--- src/rtl/bcsd_pkg.sv ---
package bcsd_pkg;

    // Widest code word the checking helpers can walk.
    localparam int MAX_W = 64;

    // Digit values encoded as the packed (sign,mark) pair they produce.
    typedef enum logic [1:0] {
        DIG_ZERO = 2'b00,
        DIG_POS  = 2'b01,
        DIG_NEG  = 2'b11
    } digit_e;

    typedef struct packed {
        digit_e dig;
        logic   carry;
    } step_t;

    // One position of the non-adjacent recoding chain.
    function automatic step_t recode_step(input logic b, input logic b_up, input logic cin);
        step_t r;
        logic  mark;
        mark    = b ^ cin;
        r.carry = (b & b_up) | (b & cin) | (b_up & cin);
        if (!mark)
            r.dig = DIG_ZERO;
        else if (b_up)
            r.dig = DIG_NEG;
        else
            r.dig = DIG_POS;
        return r;
    endfunction

    // Value carried by a packed word of w+1 bits, read from the bottom up.
    function automatic longint packed_value(input logic [MAX_W:0] code, input int w);
        longint acc;
        logic   skip;
        acc  = 0;
        skip = 1'b0;
        for (int j = 0; j < MAX_W; j++) begin
            if (j < w) begin
                if (skip) begin
                    skip = 1'b0;
                end else if (code[j]) begin
                    if (code[j+1])
                        acc = acc - (longint'(1) <<< j);
                    else
                        acc = acc + (longint'(1) <<< j);
                    skip = 1'b1;
                end
            end
        end
        return acc;
    endfunction

    // Number of digit marks found by the same bottom-up walk.
    function automatic int packed_marks(input logic [MAX_W:0] code, input int w);
        int   n;
        logic skip;
        n    = 0;
        skip = 1'b0;
        for (int j = 0; j < MAX_W; j++) begin
            if (j < w) begin
                if (skip) begin
                    skip = 1'b0;
                end else if (code[j]) begin
                    n    = n + 1;
                    skip = 1'b1;
                end
            end
        end
        return n;
    endfunction

endpackage

--- src/rtl/bcsd_recode_cell.sv ---
module bcsd_recode_cell
    import bcsd_pkg::*;
(
    input  logic   bit_here,
    input  logic   bit_above,
    input  logic   carry_in,
    output digit_e digit,
    output logic   carry_out
);

    step_t step;

    always_comb begin
        step      = recode_step(bit_here, bit_above, carry_in);
        digit     = step.dig;
        carry_out = step.carry;
    end

endmodule

--- src/rtl/bcsd_recoder.sv ---
module bcsd_recoder
    import bcsd_pkg::*;
#(
    parameter int WIDTH = 16
) (
    input  logic [WIDTH-1:0] operand,
    output logic [WIDTH-1:0] mark,
    output logic [WIDTH-1:0] negative,
    output logic             carry_top
);

    // Sign-extended operand: one extra copy of the sign on top.
    logic [WIDTH:0] ext;
    logic [WIDTH:0] chain;
    digit_e         digs [WIDTH];

    assign ext      = {operand[WIDTH-1], operand};
    assign chain[0] = 1'b0;

    for (genvar i = 0; i < WIDTH; i++) begin : g_cell
        bcsd_recode_cell u_cell (
            .bit_here  (ext[i]),
            .bit_above (ext[i+1]),
            .carry_in  (chain[i]),
            .digit     (digs[i]),
            .carry_out (chain[i+1])
        );
        assign mark[i]     = (digs[i] != DIG_ZERO);
        assign negative[i] = (digs[i] == DIG_NEG);
    end

    assign carry_top = chain[WIDTH];

endmodule

--- src/rtl/bcsd_packer.sv ---
module bcsd_packer #(
    parameter int WIDTH = 16
) (
    input  logic [WIDTH-1:0] mark,
    input  logic [WIDTH-1:0] negative,
    output logic [WIDTH:0]   code
);

    // A digit's sign lands on the position just above it, which the
    // canonic form guarantees is a zero digit.
    assign code[0] = mark[0];
    for (genvar i = 1; i < WIDTH; i++) begin : g_slot
        assign code[i] = mark[i] | negative[i-1];
    end
    assign code[WIDTH] = negative[WIDTH-1];

endmodule

--- src/rtl/bcsd_digit_count.sv ---
module bcsd_digit_count #(
    parameter int WIDTH = 16,
    parameter int CNT_W = 4
) (
    input  logic [WIDTH-1:0] mark,
    output logic [CNT_W-1:0] count
);

    always_comb begin
        count = '0;
        for (int i = 0; i < WIDTH; i++)
            count = count + CNT_W'(mark[i]);
    end

endmodule

--- src/rtl/bcsd_encoder.sv ---
module bcsd_encoder
    import bcsd_pkg::*;
#(
    parameter  int WIDTH = 16,
    localparam int CNT_W = $clog2(WIDTH / 2 + 2)
) (
    input  logic             clk,
    input  logic             rst,
    input  logic             in_valid,
    input  logic [WIDTH-1:0] operand,
    output logic             out_valid,
    output logic [WIDTH:0]   code_out,
    output logic [CNT_W-1:0] nz_count
);

    logic [WIDTH-1:0] mark;
    logic [WIDTH-1:0] negative;
    logic             carry_top;
    logic [WIDTH:0]   code_d;
    logic [CNT_W-1:0] count_d;

    bcsd_recoder #(.WIDTH(WIDTH)) u_recoder (
        .operand   (operand),
        .mark      (mark),
        .negative  (negative),
        .carry_top (carry_top)
    );

    bcsd_packer #(.WIDTH(WIDTH)) u_packer (
        .mark     (mark),
        .negative (negative),
        .code     (code_d)
    );

    bcsd_digit_count #(.WIDTH(WIDTH), .CNT_W(CNT_W)) u_count (
        .mark  (mark),
        .count (count_d)
    );

    always_ff @(posedge clk) begin
        if (rst) begin
            out_valid <= 1'b0;
            code_out  <= '0;
            nz_count  <= '0;
        end else begin
            out_valid <= in_valid;
            if (in_valid) begin
                code_out <= code_d;
                nz_count <= count_d;
            end
        end
    end

    // Checking views of the registered word and the live operand.
    logic [MAX_W:0] code_wide;
    longint         op_value;
    assign code_wide = {{(MAX_W - WIDTH){1'b0}}, code_out};
    assign op_value  = longint'($signed(operand));

    AST_RESET_CLEAR: assert property (@(posedge clk)
        rst |=> (!out_valid && code_out == '0 && nz_count == '0));
    AST_VALID_FOLLOWS: assert property (@(posedge clk) disable iff (rst)
        in_valid |=> out_valid);
    AST_VALID_DROPS: assert property (@(posedge clk) disable iff (rst)
        !in_valid |=> !out_valid);
    AST_HOLD_IDLE: assert property (@(posedge clk) disable iff (rst)
        !in_valid |=> ($stable(code_out) && $stable(nz_count)));
    AST_VALUE_MATCH: assert property (@(posedge clk) disable iff (rst)
        in_valid |=> packed_value(code_wide, WIDTH) == $past(op_value));
    AST_NO_ADJACENT: assert property (@(posedge clk) disable iff (rst)
        in_valid |-> ((mark & (mark >> 1)) == '0));
    AST_COUNT_MATCH: assert property (@(posedge clk) disable iff (rst)
        out_valid |-> int'(nz_count) == packed_marks(code_wide, WIDTH));
    AST_TOP_SIGN: assert property (@(posedge clk) disable iff (rst)
        code_out[WIDTH] |-> code_out[WIDTH-1]);
    AST_CARRY_SIGN: assert property (@(posedge clk) disable iff (rst)
        in_valid |-> carry_top == operand[WIDTH-1]);

endmodule

--- config.mk ---
export PLATFORM = sky130hd
export DESIGN_NAME = bcsd_encoder
export DESIGN_NICKNAME = d
export VERILOG_FILES = /design/src/rtl/bcsd_pkg.sv /design/src/rtl/bcsd_recode_cell.sv /design/src/rtl/bcsd_recoder.sv /design/src/rtl/bcsd_packer.sv /design/src/rtl/bcsd_digit_count.sv /design/src/rtl/bcsd_encoder.sv
export SDC_FILE = /design/constraint.sdc
export NUM_CORES = 1
export LEC_CHECK = 0
export ABC_CLOCK_PERIOD_IN_PS = 17800
export BUFFER_PORTS_ARGS = -buffer_cell sky130_fd_sc_hd__buf_2
export CORE_UTILIZATION = 40
export DETAILED_ROUTE_END_ITERATION = 10
export GPL_ROUTABILITY_DRIVEN = 0
export PLACE_DENSITY = 0.71
export RECOVER_POWER = 25
export SYNTH_ARGS = -nofsm -noshare
export SYNTH_HDL_FRONTEND = slang
export SYNTH_SLANG_ARGS = --single-unit
export TNS_END_PERCENT = 100
--- constraint.sdc ---
create_clock -name clk -period 17.8 [get_ports clk]
set_input_delay 5.34 -clock clk [delete_from_list [all_inputs] [get_ports clk]]
set_output_delay 5.34 -clock clk [all_outputs]
set_load 0.005 [all_outputs]
==> results.tsv, run 1 <==
metric	value	unit
drc	0	
die_x	63.6	µm
crit-reg2reg-launch	code_out[15]	
wl_per_cell	11.2	µm
crit_slowest_cell	fa_1	
post-cts-setup-buffers	0	
ff2ff_setup_slack	17060	ps
setup_viol	0	
async_flop_share	0	%
whs_endpoint	code_out[2]	
grt_usage	16.6	%
rows	22	
whs	485	ps
clock_skew	0	ps
slew_headroom	-8.19	%
hold_path.startpoint	code_out[2]	
reg2regPathDepth	2	
area_delta_synth_final	19.1	%
dp_hpwl	2240	µm
cp_max_fo	5	
ios	41	
syn_avg_cell_area	8.97	µm²
start_util	41.4	%
diodes	0	
core	0.00366	mm²
insertion_delay	260	ps
r2r-end	code_out[15]	
fin_tns_setup	0	ps
tritoncts	built	
crit_arrival	12920	ps
synth-edff-count	0	
ys_seq_area_share	29.0	%
rsz0062_at_grt	no	
violations	max-capacitance violations, max-slew violations	
final_max_slew_viol_count	39	
nets	255	
drt_iter0_markers	46	
die_area	0.00404	mm²
drt.antenna.violating_nets	0	
vias_per_cell	4.97	
drive_gt1_share	20.3	%
die_h	63.6	µm
clock-sinks	22	
max-cap-violations	1	
synth_largest_area_cell	dfxtp_1	
antenna_found_initial	0	
final_util	49.4	%
critPathLaunchType	input port	
root_buffer	clkbuf_8	
grt_pass1_vias	1187	
cts_buffers	3	
ys_types	24	
worstMarginPinSlew	1620	ps
powerDensity	127	mW/mm²
clk_pin_slew	80	ps
grt_pass1_wl	5150	µm
crit_path_frequent_cell	ha_1	
synth.cell_area	0.00152	mm²
synthTopCellsByCount	nor2_1, dfxtp_1, inv_1	
fin_crit_sh	71.8	%
synth_most_common_cell	nor2_1	
wirelength	2860	µm
max_freq	78.3	MHz
status	finished with violations	
syn_inst	169	
htree_levels	1	
critPathKind	input port to flip-flop	
syn_nets	216	
max_stage_delay	540	ps
min_path_type	flip-flop to flip-flop	
power.leakage	0.908	nW
vdd_drop_max	0.0000714	V
total_power	0.000229	W
cts_buffer_depth	2	
ys_warn_count	0	
portBuffers	40	
cts_hold_buffers	0	
synth_flop_cell	dfxtp_1	
hold_viol	0	
synth-seq-cells	22	
grt_max_degree	39	
dr.pass1.iters	4	
holdPathStages	2	
yosys.area.top_type_share	29.0	%
synth_area_leaders	dfxtp_1, ha_1, fa_1, a211oi_1, nor2_1	
required	17950	ps
num_vias	1267	
gr-total-overflow	0	
cts_resized	0	
period_needed	12770	ps
cp-end-kind	flip-flop	
-- layer usage --
metal,up-vias,routed length [µm],GRT usage [%],share of wire [%]
li1,659,-,-,-
met1,582,1360,20.4,47
met2,22,1360,27.4,47
met3,4,81,2.90,2.8
met4,0,67,8.52,2.3
met5,-,0,0,0
-- worst max path at each step --
| stage | from | to | slack [ps] |
|---|---|---|---|
| after floorplan | operand[0] | nz_count[2] | 5310 |
| after global placement | operand[0] | nz_count[2] | 4840 |
| after detailed placement | operand[0] | nz_count[2] | 4790 |
| after CTS | operand[0] | nz_count[2] | 5000 |
| after global routing | operand[0] | nz_count[2] | 4590 |
| final | operand[0] | nz_count[2] | 5030 |
-- final cells by class --
type	instances	area, µm²
clock buffers	3	41.3
clock inverters	1	30.0
fillers	369	1850
inverters	21	78.8
multi-input cells	120	958
flip-flops and latches	22	440
well taps	48	60.1
repair buffers	40	198
-- critical path: cells and delay by family --
| kind | cells | cell delay, ps |
|---|---|---|
| adder cells (fa/ha/maj) | 19 | 5110 |
| AND/OR/NAND/NOR | 13 | 1740 |
| AO/OA/AOI/OAI | 2 | 350 |
| XOR/XNOR | 1 | 130 |
| multiplexers | 1 | 130 |
| buffers and inverters | 1 | 120 |
-- flip-flops by register name, indices dropped and copies added, names as in the netlist --
name and cells:
code_out 17, nz_count 4, out_valid 1
-- report_power, final --
group,leakage [nW],internal [W],total (W),switching [W]
clock,0.0357,0.0000300,0.0000470,0.0000170
combinational,0.689,0.0000596,0.000122,0.0000628
sequential,0.183,0.0000564,0.0000594,0.00000305
total,0.908,0.000146,0.000229,0.0000829
-- placed cells by master, fill, tap and decap left out --
master,n
buf_2,38
inv_1,21
nor2_1,23
clkbuf_8,3
a311oi_1,2
nand4b_1,1
a2111oi_0,1
clkbuf_1,2
xnor2_1,1
dfxtp_1,22
nand2b_1,11
a21oi_1,13
nand2_1,2
o21ai_0,11
fa_1,10
o21a_1,2
a211oi_1,14
mux2i_1,4
ha_1,18
bufinv_16,1
conb_1,1
nand3_1,1
a21o_1,2
nand3b_1,3
-- through the flow --
step	instance area, µm²	instances	worst slack (ps)
after CTS	1810	255	5000
after global placement	1740	251	4840
after global routing	1810	255	4590
after floorplan	1520	169	5310
after detailed placement	1740	251	4790
final	1810	255	5030
-- logic make-up (layout without fill, tap and decap cells) --
logic type | count (synthesis) | after routing | share of synthesized area [%]
fa+ha+maj | 28 | 28 | 28.1
simple gates | 41 | 41 | 13.1
mux | 4 | 4 | 2.64
other cells | 1 | 1 | 0.247
xor+xnor | 1 | 1 | 0.578
flops | 22 | 22 | 29.0
buf+inv | 27 | 65 | 7.76
compound gates | 45 | 45 | 18.6
Power figures use the tool's default switching activity.
==> run 2: changes to the inputs <==
Settings changed: ABC_CLOCK_PERIOD_IN_PS 17800 to 11200, PLACE_DENSITY 0.71 to 0.73.
Clock period 17.8 ns to 11.2 ns, I/O delays scaled along.
==> results.tsv, run 2 (same netlist as run 1, synthesis figures left out) <==
metric	value	unit
crit-reg2reg-launch	code_out[2]	
crit_path_frequent_cell	ha_1	
critPathLaunchType	input port	
core	0.00366	mm²
wirelength	2960	µm
dr.pass1.iters	4	
htree_levels	1	
fin_crit_sh	95.4	%
max_freq	93.6	MHz
largest_reg_flops	17	
rows	22	
setup_viol	0	
layout_common_cells	buf_2, nor2_1, dfxtp_1, inv_1, ha_1	
worstMarginPinSlew	677	ps
required	11350	ps
final_util	49.0	%
grt-busiest-layer	met2	
dp_hpwl	2290	µm
gr-total-overflow	0	
dpl_cell_area	0.00174	mm²
grt_pass1_wl	5170	µm
use_met1	20.5	%
cts_buffers	3	
clock_skew	0	ps
period_needed	10690	ps
root_buffer	clkbuf_8	
start_util	41.4	%
status	completed	
critPathKind	input port to flip-flop	
tritoncts	built	
fin_tns_setup	0	ps
insertion_delay	260	ps
cts_buffer_depth	2	
drc	0	
place_ws	125	ps
hold_viol	0	
vias_per_cell	4.94	
crit_arrival	10840	ps
final_max_slew_viol_count	0	
rsz0062_at_grt	no	
fillers	371	
die_area	0.00404	mm²
die_h	63.6	µm
grt_use_met2	27.3	%
max-cap-violations	0	
final_area	0.00180	mm²
grt_max_degree	39	
clock-sinks	22	
cp-endpoint	nz_count[2]	
diodes	0	
drt.antenna.violating_nets	0	
cp-end-kind	flip-flop	
die_x	63.6	µm
num_vias	1259	
nets	255	
ios	41	
wl_per_cell	11.6	µm
critPathLaunch	operand[0]	
ff2ff_setup_slack	10490	ps
clk_pin_slew	80	ps
antenna_found_initial	0	
min_path_type	flip-flop to flip-flop	
reg2regPathDepth	2	
slew_headroom	54.9	%
power.leakage	0.907	nW
grt.met3_usage	2.72	%
area_delta_synth_final	18.4	%
final_common_cell	buf_2	
r2r-end	code_out[2]	
top_regs	code_out x17, nz_count x4, out_valid x1	
top_register	code_out	
vdd_drop_max	0.000124	V
portBuffers	40	
cp_max_fo	5	
max_stage_delay	580	ps
drt_iter0_markers	56	
setup_slack	512	ps
grt_pass1_vias	1219	
crit_slowest_cell	fa_1	
grt_usage	16.4	%
drive_gt1_share	21.7	%
powerDensity	197	mW/mm²
## run 2: cell count changes in the layout (fill, tap and decap cells not counted)
cell       change
buf_2          +2
fa_1           -1
fa_2           +1
clkbuf_8       +1
bufinv_16      -1
clkbuf_1       -2
## run 2: area by class of cell
class	instances	area (µm²)	area share, %
tap	48	60.1	3.34
sequential	22	440	24.5
multi-input combinational	120	961	53.5
clock buffer	4	55.1	3.07
inverter	21	78.8	4.39
timing repair buffer	40	200	11.1
## run 2: report_power, final
group	total, W	internal [W]	switching, W
sequential	0.0000943	0.0000896	0.00000465
combinational	0.000201	0.0000974	0.000103
clock	0.0000584	0.0000314	0.0000270
## run 2: timing repair
item	4_1_cts	5_1_grt
hold buffers	0	0
setup buffers	0	0
setup endpoints to repair	0	3
resized for setup	0	1
## run 2: per-layer routing
metal | vias to the layer above | part of all wire [%] | routed length, µm
met4 | 0 | 2.2 | 65
met3 | 5 | 2.1 | 62
met5 | - | 0 | 0
met2 | 22 | 49 | 1450
li1 | 653 | - | -
met1 | 579 | 47 | 1380
## run 2: worst min path at each step
stage | slack [ps] | to | depth (start not counted) | start
6_report | 480 | code_out[13] | 2 | code_out[13]
5_1_grt | 500 | code_out[10] | 2 | code_out[10]
4_1_cts | 490 | code_out[13] | 2 | code_out[13]
3_5_place_dp | 480 | code_out[13] | 2 | code_out[13]
3_3_place_gp | 470 | code_out[0] | 2 | code_out[0]
2_1_floorplan | 470 | nz_count[0] | 2 | nz_count[0]
## run 2: through the flow
step / total power, W / instances / hold slack (ps)
floorplan: 0.000247 / 169 / 469
global placement: 0.000293 / 251 / 467
detailed placement: 0.000299 / 251 / 475
CTS: 0.000362 / 255 / 488
global route: 0.000396 / 255 / 504
finish: 0.000353 / 255 / 482
## run 2: critical path, delay by kind of cell
kind            cells  cell delay, ps
fa+ha+maj          19            4990
simple gates       13            1740
compound gates      2             330
xor+xnor            1             130
mux                 1             130
buf+inv             1             120
